**src/rtl/can_rxq_pkg.sv**
```systemverilog
package can_rxq_pkg;

    // Outcome of a frame completion strobe
    typedef enum logic [1:0] {
        EV_IDLE   = 2'd0,
        EV_STORE  = 2'd1,
        EV_DROP   = 2'd2,
        EV_REJECT = 2'd3
    } rx_evt_e;

    // A frame is worth keeping only if error-free and filter-accepted
    function automatic logic frame_kept(input logic crc_ok, input logic id_hit);
        return crc_ok & id_hit;
    endfunction

endpackage

```
**src/rtl/can_rxq_judge.sv**
```systemverilog
module can_rxq_judge
    import can_rxq_pkg::*;
(
    input  logic    done,
    input  logic    crc_ok,
    input  logic    id_hit,
    input  logic    no_room,
    output rx_evt_e evt
);

    always_comb begin
        evt = EV_IDLE;
        if (done) begin
            if (!frame_kept(crc_ok, id_hit)) begin
                evt = EV_REJECT;
            end else if (no_room) begin
                evt = EV_DROP;
            end else begin
                evt = EV_STORE;
            end
        end
    end

endmodule

```
**src/rtl/can_rxq_ctrl.sv**
```systemverilog
module can_rxq_ctrl
    import can_rxq_pkg::*;
#(
    parameter  int NUM_BUF = 5,
    localparam int PTR_W   = $clog2(NUM_BUF),
    localparam int CNT_W   = $clog2(NUM_BUF)
) (
    input  logic             clk,
    input  logic             rst_n,
    input  logic             done,
    input  logic             crc_ok,
    input  logic             id_hit,
    input  logic             ack_rxf,
    input  logic             ack_ovr,
    output logic [PTR_W-1:0] head,
    output logic [PTR_W-1:0] bg_buf,
    output logic [CNT_W-1:0] occ,
    output logic             rxf,
    output logic             ovr
);

    // One buffer always stays free as the background buffer
    localparam int CAP = NUM_BUF - 1;

    typedef struct packed {
        logic [PTR_W-1:0] head;
        logic [CNT_W-1:0] cnt;
        logic             rxf;
        logic             ovr;
    } ctrl_st_t;

    ctrl_st_t        st_d, st_q;
    logic            pop;
    logic [CNT_W-1:0] cnt_after_pop;
    logic            no_room;
    rx_evt_e         evt;
    logic [PTR_W:0]  ring_sum;

    can_rxq_judge u_judge (
        .done    (done),
        .crc_ok  (crc_ok),
        .id_hit  (id_hit),
        .no_room (no_room),
        .evt     (evt)
    );

    always_comb begin
        st_d          = st_q;
        pop           = ack_rxf & st_q.rxf;
        cnt_after_pop = st_q.cnt - CNT_W'(pop);
        no_room       = (cnt_after_pop == CNT_W'(CAP));

        if (pop) begin
            st_d.head = (st_q.head == PTR_W'(NUM_BUF - 1)) ? '0 : st_q.head + PTR_W'(1);
        end

        st_d.cnt = cnt_after_pop + CNT_W'(evt == EV_STORE);

        if (ack_ovr) begin
            st_d.ovr = 1'b0;
        end
        if (evt == EV_DROP) begin
            st_d.ovr = 1'b1;
        end

        // Flag drops for one cycle after a release, then reflects the queue
        st_d.rxf = pop ? 1'b0 : (st_d.cnt != '0);
    end

    always_ff @(posedge clk or negedge rst_n) begin
        if (!rst_n) begin
            st_q <= '0;
        end else begin
            st_q <= st_d;
        end
    end

    // Background sits just past the newest held message, modulo the ring
    always_comb begin
        ring_sum = {1'b0, st_q.head} + {1'b0, PTR_W'(st_q.cnt)};
        if (int'(ring_sum) >= NUM_BUF) begin
            bg_buf = PTR_W'(ring_sum - (PTR_W + 1)'(NUM_BUF));
        end else begin
            bg_buf = PTR_W'(ring_sum);
        end
    end

    assign head = st_q.head;
    assign occ  = st_q.cnt;
    assign rxf  = st_q.rxf;
    assign ovr  = st_q.ovr;

endmodule

```
**src/rtl/can_rxq_store.sv**
```systemverilog
module can_rxq_store #(
    parameter  int NUM_BUF   = 5,
    parameter  int BUF_BYTES = 15,
    parameter  int DW        = 8,
    localparam int PTR_W     = $clog2(NUM_BUF),
    localparam int IDX_W     = $clog2(BUF_BYTES + 1)
) (
    input  logic             clk,
    input  logic             rst_n,
    input  logic             wr_en,
    input  logic [PTR_W-1:0] wr_buf,
    input  logic [IDX_W-1:0] wr_idx,
    input  logic [DW-1:0]    wr_data,
    input  logic [PTR_W-1:0] rd_buf,
    input  logic [IDX_W-1:0] rd_idx,
    output logic [DW-1:0]    rd_data
);

    logic [NUM_BUF-1:0][BUF_BYTES-1:0][DW-1:0] slots;
    logic                                      wr_in_range;

    assign wr_in_range = wr_en && (int'(wr_idx) < BUF_BYTES);

    for (genvar g = 0; g < NUM_BUF; g++) begin : g_slot
        logic [BUF_BYTES-1:0][DW-1:0] bytes_d, bytes_q;

        always_comb begin
            bytes_d = bytes_q;
            if (wr_in_range && (int'(wr_buf) == g)) begin
                bytes_d[wr_idx] = wr_data;
            end
        end

        always_ff @(posedge clk or negedge rst_n) begin
            if (!rst_n) begin
                bytes_q <= '0;
            end else begin
                bytes_q <= bytes_d;
            end
        end

        assign slots[g] = bytes_q;
    end

    always_comb begin
        rd_data = '0;
        if ((int'(rd_idx) < BUF_BYTES) && (int'(rd_buf) < NUM_BUF)) begin
            rd_data = slots[rd_buf][rd_idx];
        end
    end

endmodule

```
**src/rtl/can_rx_msg_fifo.sv**
```systemverilog
module can_rx_msg_fifo #(
    parameter  int NUM_BUF   = 5,
    parameter  int BUF_BYTES = 15,
    parameter  int DW        = 8,
    localparam int PTR_W     = $clog2(NUM_BUF),
    localparam int CNT_W     = $clog2(NUM_BUF),
    localparam int IDX_W     = $clog2(BUF_BYTES + 1)
) (
    input  logic             clk,
    input  logic             rst_n,
    input  logic             rx_wr_en,
    input  logic [IDX_W-1:0] rx_wr_idx,
    input  logic [DW-1:0]    rx_wr_data,
    input  logic             rx_done,
    input  logic             rx_crc_ok,
    input  logic             rx_id_match,
    input  logic [IDX_W-1:0] cpu_rd_idx,
    output logic [DW-1:0]    cpu_rd_data,
    input  logic             cpu_ack_rxf,
    input  logic             cpu_ack_ovr,
    input  logic             rxf_irq_en,
    output logic             rxf,
    output logic             rxf_irq,
    output logic             overrun
);

    logic [PTR_W-1:0] head_buf;
    logic [PTR_W-1:0] bg_buf;
    logic [CNT_W-1:0] occ_cnt;

    can_rxq_ctrl #(
        .NUM_BUF (NUM_BUF)
    ) u_ctrl (
        .clk     (clk),
        .rst_n   (rst_n),
        .done    (rx_done),
        .crc_ok  (rx_crc_ok),
        .id_hit  (rx_id_match),
        .ack_rxf (cpu_ack_rxf),
        .ack_ovr (cpu_ack_ovr),
        .head    (head_buf),
        .bg_buf  (bg_buf),
        .occ     (occ_cnt),
        .rxf     (rxf),
        .ovr     (overrun)
    );

    can_rxq_store #(
        .NUM_BUF   (NUM_BUF),
        .BUF_BYTES (BUF_BYTES),
        .DW        (DW)
    ) u_store (
        .clk     (clk),
        .rst_n   (rst_n),
        .wr_en   (rx_wr_en),
        .wr_buf  (bg_buf),
        .wr_idx  (rx_wr_idx),
        .wr_data (rx_wr_data),
        .rd_buf  (head_buf),
        .rd_idx  (cpu_rd_idx),
        .rd_data (cpu_rd_data)
    );

    assign rxf_irq = rxf & rxf_irq_en;

endmodule

```
**config.mk**
```make
export PLATFORM = sky130hd
export DESIGN_NAME = can_rx_msg_fifo
export DESIGN_NICKNAME = d
export VERILOG_FILES = /design/src/rtl/can_rxq_pkg.sv /design/src/rtl/can_rxq_judge.sv /design/src/rtl/can_rxq_ctrl.sv /design/src/rtl/can_rxq_store.sv /design/src/rtl/can_rx_msg_fifo.sv
export SDC_FILE = /design/constraint.sdc
export NUM_CORES = 1
export LEC_CHECK = 0
export ABC_CLOCK_PERIOD_IN_PS = 4630
export BUFFER_PORTS_ARGS = -buffer_cell sky130_fd_sc_hd__buf_2
export CELL_PAD_IN_SITES_DETAIL_PLACEMENT = 0
export CELL_PAD_IN_SITES_GLOBAL_PLACEMENT = 2
export CORE_MARGIN = 2
export CORE_UTILIZATION = 25
export CTS_CLUSTER_DIAMETER = 120
export DETAILED_ROUTE_END_ITERATION = 6
export PLACE_DENSITY = 0.55
export SYNTH_ARGS = -nofsm -noshare
export SYNTH_HDL_FRONTEND = slang
export SYNTH_SLANG_ARGS = --single-unit
export TNS_END_PERCENT = 1
```
**constraint.sdc**
```tcl
create_clock -name clk -period 4.63 [get_ports clk]
set_input_delay 0.6945 -clock clk [delete_from_list [all_inputs] [get_ports clk]]
set_output_delay 0.6945 -clock clk [all_outputs]
set_load 0.01 [all_outputs]
```
# [Yosys cells after proc, flatten, opt, wreduce, memory -nomap -nowiden]
# Cells that the tools add are included.
[word_totals] regBits=608 inputBits=25 out_inout_bits=11 word_cells=134
[classes] n_addsub=5 magnitude_cmp=8 n_eq_ne=8 mux=20 bitwise=3 reduce_logical=11
[op_table] op="bitwise mux 120 bit" n=5
[op_table] op="binary-select mux 120 bit (select 3 bit)" n=1
[op_table] op="2-to-1 mux 120 bit" n=1
[op_table] op="binary-select mux 8 bit (select 4 bit)" n=1
[op_table] op="demux 8 bit (select 4 bit)" n=1
[op_table] op="2-to-1 mux 8 bit" n=3
[op_table] op="equality test 3 bit (second input constant)" n=5
[op_table] op="< comparator 4 x 5 -> 1 bit (second input constant)" n=2
[op_table] op="logical AND 1 bit" n=8
[op_table] op="< comparator 4 bit (second input constant)" n=2
[op_table] op="2-to-1 mux 2 bit" n=3
[op_table] op="2-to-1 mux 3 bit" n=2
[op_table] op="adder 3 x 3 -> 4 bit" n=1
[op_table] op="greater-or-equal comparator 4 x 1 -> 1 bit (second input constant)" n=1
[op_table] op="greater-or-equal comparator 4 x 3 -> 1 bit (second input constant)" n=1
[op_table] op="< comparator 3 x 4 -> 1 bit (second input constant)" n=1
[op_table] op="adder 3 x 1 -> 3 bit" n=1
[op_table] op="adder 3 x 1 -> 3 bit (second input constant)" n=1
[op_table] op="AND 1 bit" n=3
[op_table] op="equality test 3 x 2 -> 1 bit (second input constant)" n=1
[op_table] op="zero test 3 bit" n=1
[op_table] op="< comparator 3 bit (second input constant)" n=1
[op_table] op="2-to-1 mux 1 bit" n=3
[op_table] op="nonzero test 3 bit" n=1
[op_table] op="other kinds (5)" n=5

# [Longest topological paths before layout]
# Gate-level depths: netlist of run 1.
[depth] word_depth=10 ltp_mapped=11 ltp_nobuf=11

# [Cells and area by module]
# A second synthesis of run 1 with hierarchy kept.
[hier_totals] cells_unflattened=2180 hier_area_um2=28944.0
[modules_own_cells] module="can_rxq_store" instances=1 cells_each=2119 area_per_inst_um2=28349.7 seq_area_each_um2=15014.4
[modules_own_cells] module="can_rxq_ctrl" instances=1 cells_each=56 area_per_inst_um2=568.0 seq_area_each_um2=200.2
[modules_own_cells] module="can_rxq_judge" instances=1 cells_each=4 area_per_inst_um2=20.0 seq_area_each_um2=0.0
[modules_own_cells] module="can_rx_msg_fifo" instances=1 cells_each=1 area_per_inst_um2=6.3 seq_area_each_um2=0.0

# [Least setup slack after synthesis of run 1]
# OpenSTA, ideal clock, no wires.
[synth_path] path_kind="register to register" startpoint="register u_ctrl.st_q, in the netlist u_ctrl.head[0]" endpoint="register u_store.g_slot[4].bytes_q[88] (netlist name)" setup_ns=0.125 t_arrival_ns=3.104 required_ns=4.505 setup_slack_ns=1.401 path_stages_with_launch=11 path_buffers=1 synth_period_minus_slack_ns=3.229 cell_sequence="dfrtp_1 ha_1 fa_1 inv_1 ha_1 nor2_1 a32o_1 a32oi_2 buf_6 nor2_2 mux2_2"
[synth_via] elab_chain_cells=5 word_cells_on_any_way=6 classes_between="add/sub: 2; order compare: 1; eq/ne: 1; mux: 1; reduce/logical: 1"
[synth_lines] item="start, declared" line_no="can_rxq_ctrl.sv:32" source="ctrl_st_t st_d, st_q;"
[synth_lines] item="start signal, assigned" line_no="can_rxq_ctrl.sv:74" source="st_q <= st_d;"
[synth_lines] item="adder 3 x 3 -> 4 bit *" line_no="can_rxq_ctrl.sv:80" source="ring_sum = {1'b0, st_q.head} + {1'b0, PTR_W'(st_q.cnt)};"
[synth_lines] item="greater-or-equal comparator 4 x 3 -> 1 bit or subtractor 3 bit (tied branches)" line_no="can_rxq_ctrl.sv:81, can_rxq_ctrl.sv:82"
[synth_lines] item="2-to-1 mux 3 bit *" line_no="can_rxq_ctrl.sv:81" source="if (int'(ring_sum) >= NUM_BUF) begin"
[synth_lines] item="equality test 3 bit *" line_no="can_rxq_store.sv:29" source="if (wr_in_range && (int'(wr_buf) == g)) begin"
[synth_lines] item="logical AND 1 bit *" line_no="can_rxq_store.sv:29"
[synth_lines] item="end signal, assigned" line_no="can_rxq_store.sv:38" source="bytes_q <= bytes_d;"
[synth_lines] item="end, declared" line_no="can_rxq_store.sv:25" source="logic [BUF_BYTES-1:0][DW-1:0] bytes_d, bytes_q;"
# Mark *: on every way between the ends. The rest lies on a longest branch, timed or not.
# A chain may end at the register's enable or synchronous reset.

# [Final worst setup path of run 1]
[layout_path] startpoint="register u_ctrl.st_q, in the netlist u_ctrl.head[1]" endpoint="output port cpu_rd_data[3]"
[layout_via] elab_chain_cells=5 word_cells_on_any_way=7 classes_between="order compare: 1; mux: 5; reduce/logical: 1"
[layout_lines] item="binary-select mux 120 bit (select 3 bit)" line_no="can_rxq_store.sv:48" source="rd_data = slots[rd_buf][rd_idx];"
[layout_lines] item="2-to-1 mux 120 bit (not written as such)" line_no="can_rxq_store.sv:48"
[layout_lines] item="binary-select mux 8 bit (select 4 bit)" line_no="can_rxq_store.sv:48"
[layout_lines] item="2-to-1 mux 8 bit (not written as such)" line_no="can_rxq_store.sv:48"
[layout_lines] item="2-to-1 mux 8 bit *" line_no="can_rxq_store.sv:47" source="if ((int'(rd_idx) < BUF_BYTES) && (int'(rd_buf) < NUM_BUF)) begin"
[layout_lines] item="end, declared" line_no="can_rx_msg_fifo.sv:18" source="output logic [DW-1:0] cpu_rd_data,"
# Mark *: on every way between the ends. The rest lies on a longest branch, timed or not. The select of a mux whose other input is x is not followed.

==> impl_metrics.yaml, run 1 <==
outcome:
  status: "finished, final reports clean"
timing:
  maximum_frequency_from_static_timing_analysis_mhz: 224.9
  period_share: 0.9606
  timing.final.max_slew_violations: 0
  setup_ws_ns: 0.1826
  setup_viol: 0
  worst_clock_skew_ns: 0.02225
  holdWs_ns: 0.1423
  timing_hold_violations_final: 0
  worst_slew_pin_slew_ns: 1.178
  rsz0062_at_grt: "false"
  timing.max_slew.rel_slack: 0.2147
  final.min_clock_period_ns: 4.447
  setup_tns_ns: 0
critical_path:
  critical_path_required_ns: 3.94
  cp_num_buf_inv: 3
  ff2ff_path_depth: 10
  crit_path_arrival_time_ns: 3.75
  cpPeakStageDelay_ns: 0.67
  setup_crit_end_kind: "output port"
  cp-start-kind: "flop"
  r2r_start: "u_ctrl.head[0]"
  critical_path.top_delay_family: "compound AO/OA/AOI/OAI gates"
  cp_common_cell: "buf_4"
  master_of_the_slowest_instance_on_the_critical_path: "dfrtp_4"
  worstSetupPathType: "reg2out"
  crit_path_max_fanout: 20
  setup.reg_to_reg.worst_slack_ns: 0.71
  worstPathCellList: "buf_4 -> buf_4 -> mux2i_1 -> nor2_1 -> o311ai_0 -> o211ai_1 -> a221o_1 -> buf_2"
  crit-reg2reg-capture: "u_store.g_slot[4].bytes_q[47]"
  crit_cells: 8
finish:
  antenna_cells: 0
  commonest_non_fill_non_tap_cells_in_the_layout: "605 x dfrtp_1, 599 x mux2_2, 159 x mux2i_1"
  drive_above_1_share: 0.4238
  finalNetCount: 2194
  layout.filler_cells: 11760
  multiInputGateArea_sq_um: 13270
  final_common_cell: "dfrtp_1"
  layout.cells.non_filler: 3735
  seq_area_sq_um: 15230
  layout-area-overhead-vs-synth_pct: 14.85
yosys:
  netlist_instances: 2159
  async_flop_share: 1.000
  synthesis.yosys.warnings: 0
  ys_seq_area_frac: 0.5199
  synth_fp_nets: 2196
  synth.cell_area_sq_um: 29260
  syn_area_per_cell_sq_um: 13.55
  post_synth_num_cell_types: 64
  dominant_register_cell_in_the_synthesized_netlist: "dfrtp_1"
  postSynthRegisterBits: 608
  synth_enable_flop_cells: 0
placed_design:
  place.port_buffers: 35
  globalplace.congestion: 0.8042
  hpwl_mm: 56.62
  pre_cts_slack_ns: 0.6188
  place.detailed.instances: 3607
global_routing:
  globalRouteTotalUtil: 0.1508
  grt_start_max_net_pins: 117
  globalRoute.totalOverflow: 0
  grt_pass1_vias: 19640
  grt_first_pass_wirelength_mm: 135.1
  antenna_found_initial: 2
routing:
  vias_per_cell: 4.868
  post_drt_wl_per_cell_um: 24.31
  route.antenna.remaining_nets: 0
  drtIter0Drc: 984
  finalWirelength_mm: 90.80
  drc: 0
  detailed_route_via_count: 18180
  first_pass_iters: 5
floorplan:
  die_w_um: 346.1
  floorplan.die.height_um: 346.1
  placement_rows: 125
  placeableCoreArea_sq_um: 116200
  pin_count: 36
  die-area_sq_um: 119800
  floorplan.initialDensity: 0.2518
clocking:
  clockBufferDepth: 3
  cts_root_buf: "clkbuf_16"
  h-tree-depth: 3
  cts-buffers-inserted: 72
  clkLatencyLatePin_ns: 0.62
  cts.sinks: 608
  cts_hold_repair.buffers: 0
  clk_pin_slew_ns: 0.06
  cts_post_setup_buffers_inserted: 0
  tritoncts: "built"
power:
  p_sw_frac: 0.3826
  vdd.ir_drop.worst_uv: 933.1
  netSwitchingPower_mw: 8.285
  p_seq_frac: 0.353
  internal_power_mw: 13.37
  power.density_cell_area_nw_per_um2: 644.4
  total_leakage_power_nw: 15.16
  finalPower_mw: 21.65
  combPwrFrac: 0.384
  share_clk_of_total_power: 0.263
hold_path:
  holdCritPathClass: "in2async"
run:
  drv_cap: 0
## flip-flops by register name, summed over array words and instances (netlist names)
register and cells:
u_ctrl.ovr 1, u_ctrl.rxf 1, u_ctrl.head 3, u_ctrl.occ 3, u_store.g_slot.bytes_q 600
## synth_stat cells (3+ instances only)
cell	count	share of area
a311oi_1	8	0.0024
mux2_4	12	0.0062
nand2_1	30	0.0038
buf_6	3	0.0012
o22ai_1	40	0.0086
nand3b_1	8	0.0021
a22o_1	8	0.0024
a31oi_1	41	0.0088
clkbuf_1	112	0.014
and2_1	4	0.00086
mux2_2	599	0.23
inv_1	11	0.0014
a221o_1	31	0.011
nor2_1	74	0.0095
nand3_1	12	0.0021
nor2_2	35	0.0075
nor2_4	20	0.0077
mux2i_1	159	0.054
a211o_1	7	0.0021
nor3_1	3	0.00051
nor2b_1	8	0.0017
mux2_1	5	0.0019
buf_4	6	0.0015
ha_1	11	0.0047
o211ai_1	14	0.0036
mux4_2	24	0.018
o311ai_0	7	0.0021
a22oi_1	24	0.0062
o21ai_0	22	0.0038
dfrtp_1	608	0.52
a211oi_1	17	0.0044
buf_2	33	0.0056
nor2_8	20	0.014
nand2_2	6	0.0013
o221ai_1	23	0.0069
o32ai_1	8	0.0024
nor4_1	6	0.0013
a21oi_1	51	0.0087
nand2b_1	4	0.00086
buf_1	12	0.0015
## layer usage
layer / share of wire / vias up / track usage
li1: - / 8008 / -
met1: 0.45 / 9647 / 0.1997
met2: 0.47 / 379 / 0.2470
met3: 0.045 / 143 / 0.02804
met4: 0.029 / 4 / 0.05106
met5: 0.00026 / - / 0
## kinds of logic (layout without fill, tap and decap cells)
kind of cell               after synthesis  in the layout  share of synthesized area
xor gates and xnor gates                 4              4                   0.001454
and+or+nand+nor                        240            240                    0.05554
DFF                                    608            608                     0.5199
AOI/OAI and AO/OA                      315            315                    0.07893
buffers and inverters                  181            233                    0.02728
adders and majority gates               12             12                   0.005388
muxes                                  799            799                     0.3115
## through the flow
step | cell area (sq um) | util
floorplan | 29260 | -
global placement | 31240 | 0.2689
detailed placement | 31240 | 0.2689
CTS | 33600 | 0.2891
global route | 33610 | 0.2892
finish | 33610 | 0.2892
## how the worst max path moves through the flow
| stage | start | end |
|---|---|---|
| after floorplan | u_ctrl.head[0] | u_store.g_slot[4].bytes_q[88] |
| after global placement | cpu_rd_idx[0] | cpu_rd_data[6] |
| after detailed placement | u_ctrl.head[2] | cpu_rd_data[6] |
| after CTS | u_ctrl.head[1] | cpu_rd_data[4] |
| after global routing | u_ctrl.head[1] | cpu_rd_data[4] |
| final | u_ctrl.head[1] | cpu_rd_data[3] |
## final cells by class
cell class / count / area share
Timing Repair Buffer: 92 / 0.02416
Clock inverter: 14 / 0.003984
Inverter: 13 / 0.001452
Clock buffer: 114 / 0.06586
Tap cell: 1524 / 0.05674
Multi-Input combinational cell: 1370 / 0.3947
Sequential cell: 608 / 0.4531
## power groups by stage
stage               Combinational [mW]  Clock [mW]  Sequential, mW
detailed placement                8.45           0            7.74
finish                            8.32        5.69            7.65
global placement                  8.32           0            7.66
CTS                               8.47        5.88            7.65
global route                      8.87        6.10            7.84
floorplan                         5.84           0            7.41
## repair_timing
action	CTS	global route
setup endpoints to repair	2	6
gates resized for setup	1	2
endpoints found under the hold margin	0	0
Power figures use the tool's default switching activity.
==> run 2, diff against run 1 <==
Settings changed: SYNTH_HIERARCHICAL set to 1.
==> impl_metrics.yaml, run 2 <==
yosys:
  synth_enable_flop_cells: 0
  postSynthRegisterBits: 608
  synth.cell_area_sq_um: 28940
  ys_seq_area_frac: 0.5257
  dominant_cell_by_count_in_the_synthesized_netlist: "mux2_2"
  netlist_top_cells_count: "614 x mux2_2, 608 x dfrtp_1, 171 x mux2i_1"
  synth_fp_nets: 2217
  post-synth-top-area-cell: "dfrtp_1"
  async_flop_share: 1.000
  syn_area_per_cell_sq_um: 13.28
  dominant_register_cell_in_the_synthesized_netlist: "dfrtp_1"
  synth_top_cell_area_share: 0.5257
  netlist_instances: 2180
  ys_top_cells_by_area: "dfrtp_1 53%, mux2_2 24%, mux2i_1 5.9%"
  synthesis.yosys.warnings: 6
  post_synth_num_cell_types: 69
power:
  finalPower_mw: 20.78
  vdd.ir_drop.worst_uv: 485.2
  total_leakage_power_nw: 14.92
  power.density_cell_area_nw_per_um2: 625.2
routing:
  post_drt_wl_per_cell_um: 24.13
  drc: 0
  route.antenna.remaining_nets: 0
  finalWirelength_mm: 90.68
  first_pass_iters: 5
  vias_per_cell: 4.865
  detailed_route_via_count: 18280
  drtIter0Drc: 1002
critical_path:
  cpPeakStageDelay_ns: 0.67
  crit_path_arrival_time_ns: 3.86
  crit_path_max_fanout: 20
  cp-start-kind: "flop"
  crit-reg2reg-capture: "u_store/g_slot[2].bytes_q[29]"
  critical_path_required_ns: 3.94
  setup.reg_to_reg.worst_slack_ns: 0.24
  worstSetupPathType: "reg2out"
  ff2ff_path_depth: 11
  setup_crit_end_kind: "output port"
  worstPathCellList: "inv_2 -> buf_4 -> nand2_1 -> a211oi_1 -> o22ai_1 -> and3_1 -> o311ai_1 -> buf_2"
  master_of_the_slowest_instance_on_the_critical_path: "dfrtp_4"
  r2r_start: "u_ctrl/head[0]"
timing:
  final.min_clock_period_ns: 4.552
  setup_tns_ns: 0
  period_share: 0.9832
  timing_hold_violations_final: 0
  timing.max_slew.rel_slack: 0.2963
  maximum_frequency_from_static_timing_analysis_mhz: 219.7
  rsz0062_at_grt: "true"
  worst_slew_pin_slew_ns: 1.056
  worst_clock_skew_ns: 0.03287
  setup_viol: 0
  timing.final.max_slew_violations: 0
  setup_ws_ns: 0.07774
floorplan:
  floorplan.initialDensity: 0.2524
  placement_rows: 124
  floorplan.die.height_um: 344.3
  placeableCoreArea_sq_um: 114700
  die-area_sq_um: 118500
  pin_count: 36
  die_w_um: 344.3
clocking:
  cts_root_buf: "clkbuf_16"
  clk_pin_slew_ns: 0.06
  clockBufferDepth: 3
  cts_hold_repair.buffers: 0
  cts-buffers-inserted: 71
  cts.sinks: 608
  clkLatencyLatePin_ns: 0.65
  h-tree-depth: 3
  tritoncts: "built"
run:
  drv_cap: 0
global_routing:
  grt_pass1_vias: 19350
  globalRoute.totalOverflow: 0
  grt_start_max_net_pins: 151
  antenna_found_initial: 9
  globalRouteTotalUtil: 0.1531
  grt_first_pass_wirelength_mm: 134.2
finish:
  top_register: "u_store/g_slot.bytes_q"
  layout.cells.non_filler: 3758
  multiInputGateArea_sq_um: 12860
  drive_above_1_share: 0.4082
  finalNetCount: 2226
  commonest_non_fill_non_tap_cells_in_the_layout: "614 x mux2_2, 605 x dfrtp_1, 171 x mux2i_1"
  largest_register_ffs: 600
  seq_area_sq_um: 15220
  layout.filler_cells: 11620
  layout-area-overhead-vs-synth_pct: 14.86
  final_common_cell: "mux2_2"
placed_design:
  globalplace.congestion: 0.7573
  hpwl_mm: 57.98
  pre_cts_slack_ns: 0.07514
  place.detailed.instances: 3626
  place.port_buffers: 35
hold_path:
  holdCritPathClass: "in2async"
outcome:
  status: "finished, final reports clean"
[run 2: cell count changes after synthesis, moves of 15 or more]
cell,change
nand2_1,+54
clkbuf_1,-27
o21ai_0,+29
a221oi_1,+28
mux2_2,+15
a21oi_1,-19
a221o_1,-23
a22oi_1,-23
nor2_8,-20
buf_6,+15
[run 2: critical path, delay by kind of cell (launching register included)]
| kind | cells | cell delay, ns |
|---|---|---|
| AOI/OAI and AO/OA | 3 | 1.26 |
| buffers and inverters | 3 | 0.93 |
| DFF | 1 | 0.67 |
| and+or+nand+nor | 2 | 0.35 |
[run 2: area by class of cell]
type	instances	area share
Clock inverter	27	0.008882
Sequential cell	608	0.4579
Inverter	16	0.001806
Multi-Input combinational cell	1399	0.3869
Antenna cell	2	0.0001505
Tap cell	1512	0.05690
Timing Repair Buffer	93	0.02514
Clock buffer	101	0.06229
[run 2: worst max path at each step]
stage	start	to	slack (ns)	cells past startpoint
3_5_place_dp	u_ctrl/head[0]	cpu_rd_data[2]	0.08	8
3_3_place_gp	u_ctrl/head[0]	cpu_rd_data[2]	-0.06	8
4_1_cts	u_ctrl/head[0]	cpu_rd_data[3]	-0.16	9
5_1_grt	u_ctrl/head[2]	cpu_rd_data[1]	-0.008	8
6_report	u_ctrl/head[2]	cpu_rd_data[1]	0.08	8
2_1_floorplan	u_ctrl/head[0]	u_store/g_slot[1].bytes_q[56]	1.04	12
[run 2: power breakdown]
| group | total, mW | internal (mW) | switching [mW] |
|---|---|---|---|
| sequential | 7.87 | 7.00 | 0.871 |
| combinational | 7.22 | 3.17 | 4.05 |
| clock | 5.69 | 3.36 | 2.34 |
[run 2: logic make-up after synthesis]
family,Yosys count,share of synthesized area
muxes,810,0.3171
DFF,608,0.5257
and+or+nand+nor,302,0.05442
AOI/OAI and AO/OA,271,0.06484
buffers and inverters,173,0.03134
adders and majority gates,12,0.005447
xor gates and xnor gates,4,0.001211
[run 2: what timing repair did]
action                                  CTS  global route
setup buffers                             0             1
resized for setup                         6            10
pin swaps                                 0             0
gates cloned                              0             1
endpoints found under the setup margin    8             7
[run 2: through the flow]
stage	utilization	instance area [sq um]	hold slack [ns]
finish	0.2900	33250	0.08935
global route	0.2899	33240	0.1194
CTS	0.2892	33150	0.08429
detailed placement	0.2684	30770	0.4873
global placement	0.2684	30770	0.4810
floorplan	-	28940	0.3989
[run 2: per-layer routing]
| metal | track usage | vias up | wire, um |
|---|---|---|---|
| li1 | - | 8030 | - |
| met1 | 0.2172 | 9835 | 43260 |
| met2 | 0.2435 | 294 | 41980 |
| met3 | 0.02315 | 117 | 3443 |
| met4 | 0.03931 | 8 | 1934 |
| met5 | 0 | - | 53 |
==> run 3, diff against run 2 <==
--- a/config.mk
+++ b/config.mk
@@ -11,8 +11,9 @@
 export CELL_PAD_IN_SITES_GLOBAL_PLACEMENT = 2
 export CORE_MARGIN = 2
-export CORE_UTILIZATION = 25
+export CORE_UTILIZATION = 46
 export CTS_CLUSTER_DIAMETER = 120
 export DETAILED_ROUTE_END_ITERATION = 6
-export PLACE_DENSITY = 0.55
+export PLACE_DENSITY = 0.86
+export REMOVE_ABC_BUFFERS = 1
 export SYNTH_ARGS = -nofsm -noshare
 export SYNTH_HDL_FRONTEND = slang
==> constraint.sdc (replaced) <==
create_clock -name clk -period 4.63 [get_ports clk]
set_input_delay 0.926 -clock clk [delete_from_list [all_inputs] [get_ports clk]]
set_output_delay 0.926 -clock clk [all_outputs]
set_load 0.01 [all_outputs]
==> impl_metrics.yaml, run 3 (same netlist as run 2, synthesis figures left out) <==
clocking:
  h-tree-depth: 3
  clkLatencyLatePin_ns: 0.61
  cts-buffers-inserted: 68
  clk_pin_slew_ns: 0.06
  cts.sinks: 608
  tritoncts: "built"
  cts_root_buf: "clkbuf_16"
  clockBufferDepth: 3
critical_path:
  worstSetupPathType: "reg2out"
  ff2ff_path_depth: 12
  crit-reg2reg-capture: "u_store/g_slot[3].bytes_q[86]"
  cp-start-kind: "flop"
  worstPathCellList: "buf_4 -> nor2b_1 -> nand2_1 -> o21ai_0 -> a221oi_1 -> and3_1 -> o311ai_2 -> buf_4 -> buf_2"
  setup_crit_end_kind: "output port"
  setup.reg_to_reg.worst_slack_ns: 0.48
  critical_path_required_ns: 3.70
  r2r_start: "u_ctrl/head[0]"
  critical_path.top_delay_family: "simple AND/OR/NAND/NOR gates"
  cp_common_cell: "buf_4"
  cp_num_buf_inv: 3
  cpPeakStageDelay_ns: 0.63
  master_of_the_slowest_instance_on_the_critical_path: "dfrtp_4"
  crit_path_arrival_time_ns: 3.66
  crit_path_max_fanout: 18
routing:
  post_drt_wl_per_cell_um: 25.55
  drc: 0
  drtIter0Drc: 1188
  vias_per_cell: 5.978
  route.antenna.remaining_nets: 0
  first_pass_iters: 5
  detailed_route_via_count: 18510
  finalWirelength_mm: 79.12
timing:
  timing_hold_violations_final: 0
  rsz0062_at_grt: "false"
  timing.final.max_slew_violations: 0
  worst_slew_pin_slew_ns: 1.204
  setup_viol: 0
  worst_clock_skew_ns: 0.02132
  setup_ws_ns: 0.04836
  period_share: 0.9896
  maximum_frequency_from_static_timing_analysis_mhz: 218.3
  timing.max_slew.rel_slack: 0.1974
  final.min_clock_period_ns: 4.582
floorplan:
  floorplan.initialDensity: 0.4673
  pin_count: 36
  die_w_um: 254.8
  floorplan.die.height_um: 254.8
  placeableCoreArea_sq_um: 61940
  placement_rows: 91
  die-area_sq_um: 64940
power:
  vdd.ir_drop.worst_uv: 489.0
  total_leakage_power_nw: 14.96
  finalPower_mw: 20.65
  power.density_cell_area_nw_per_um2: 636.1
finish:
  final_util: 0.5243
  largest_register_ffs: 600
  commonest_non_fill_non_tap_cells_in_the_layout: "614 x mux2_2, 605 x dfrtp_1, 171 x mux2i_1"
  finalNetCount: 2242
  final_common_cell: "mux2_2"
  layout.cell_area.non_filler_sq_um: 32470
  layout-area-overhead-vs-synth_pct: 12.19
  top_register: "u_store/g_slot.bytes_q"
  drive_above_1_share: 0.4100
placed_design:
  pre_cts_slack_ns: 0.1314
  globalplace.congestion: 0.9288
  placedInstanceArea_sq_um: 30000
  hpwl_mm: 50.78
  place.port_buffers: 35
global_routing:
  grt_pass1_vias: 19190
  grt-busiest-layer: "met2"
  met3_usage: 0.03580
  globalRoute.totalOverflow: 0
  grt_first_pass_wirelength_mm: 120.4
  globalRouteTotalUtil: 0.2477
  global_route.usage.met2: 0.3891
  grt_start_max_net_pins: 141
  antenna_found_initial: 3
  global_route.usage.met1: 0.3473
outcome:
  status: "finished, final reports clean"
hold_path:
  holdCritPathClass: "in2async"
run:
  drv_cap: 0
[run 3: cell count changes in the layout (fill, tap and decap cells not counted), sizes merged, moves of 2 or more]
cell    change
buf        +19
bufinv      +4
clkbuf      -6
clkinv      -4
diode       +2
inv         -3
[run 3: timing repair]
action | 4_1_cts | 5_1_grt
endpoints found under the setup margin | 5 | 4
pin swaps | 0 | 0
resized for setup | 7 | 6
endpoints found under the hold margin | 0 | 0
hold buffers | 0 | 0
buffers inserted | 3 | 0
gates cloned | 1 | 0
[run 3: layout make-up]
cell class,instances,area (sq um)
diodes,4,10.01
clock buffers,96,1938
clock inverters,25,409.1
fillers,5283,29470
inverters,16,60.06
multi-input cells,1399,12860
flip-flops and latches,608,15230
well taps,837,1047
repair buffers,112,923.4
[run 3: how the worst max path moves through the flow]
stage                        start                           end  slack (ns)  cells after the start
CTS                 u_ctrl/head[0]                cpu_rd_data[0]       0.006                     10
global route        u_ctrl/head[2]                cpu_rd_data[1]        0.01                      9
detailed placement   cpu_rd_idx[1]                cpu_rd_data[1]        0.13                      8
floorplan           u_ctrl/head[0]  u_store/g_slot[4].bytes_q[0]       -5.85                     10
finish              u_ctrl/head[2]                cpu_rd_data[1]        0.05                      9
global placement     cpu_rd_idx[1]                cpu_rd_data[1]        0.11                      8
[run 3: power by group]
| group | total (mW) | switching [mW] | internal [mW] |
|---|---|---|---|
| Clock | 5.62 | 2.23 | 3.39 |
| Sequential | 7.92 | 0.918 | 7.00 |
| Combinational | 7.11 | 3.96 | 3.16 |
| Total | 20.7 | 7.11 | 13.5 |
[run 3: metrics by stage]
| step | instances | hold slack (ns) | setup TNS, ns |
|---|---|---|---|
| floorplan | 2023 | 0.4712 | -3286.79 |
| global placement | 2968 | 0.4802 | 0 |
| detailed placement | 2968 | 0.4875 | 0 |
| CTS | 3093 | 0.2318 | 0 |
| global route | 3096 | 0.2628 | 0 |
| finish | 3097 | 0.2425 | 0 |
[run 3: routing by layer]
layer	routed length, um	up-vias
met5	0	-
met4	3113	0
met3	3829	144
met2	36850	515
met1	35330	9808
li1	-	8047
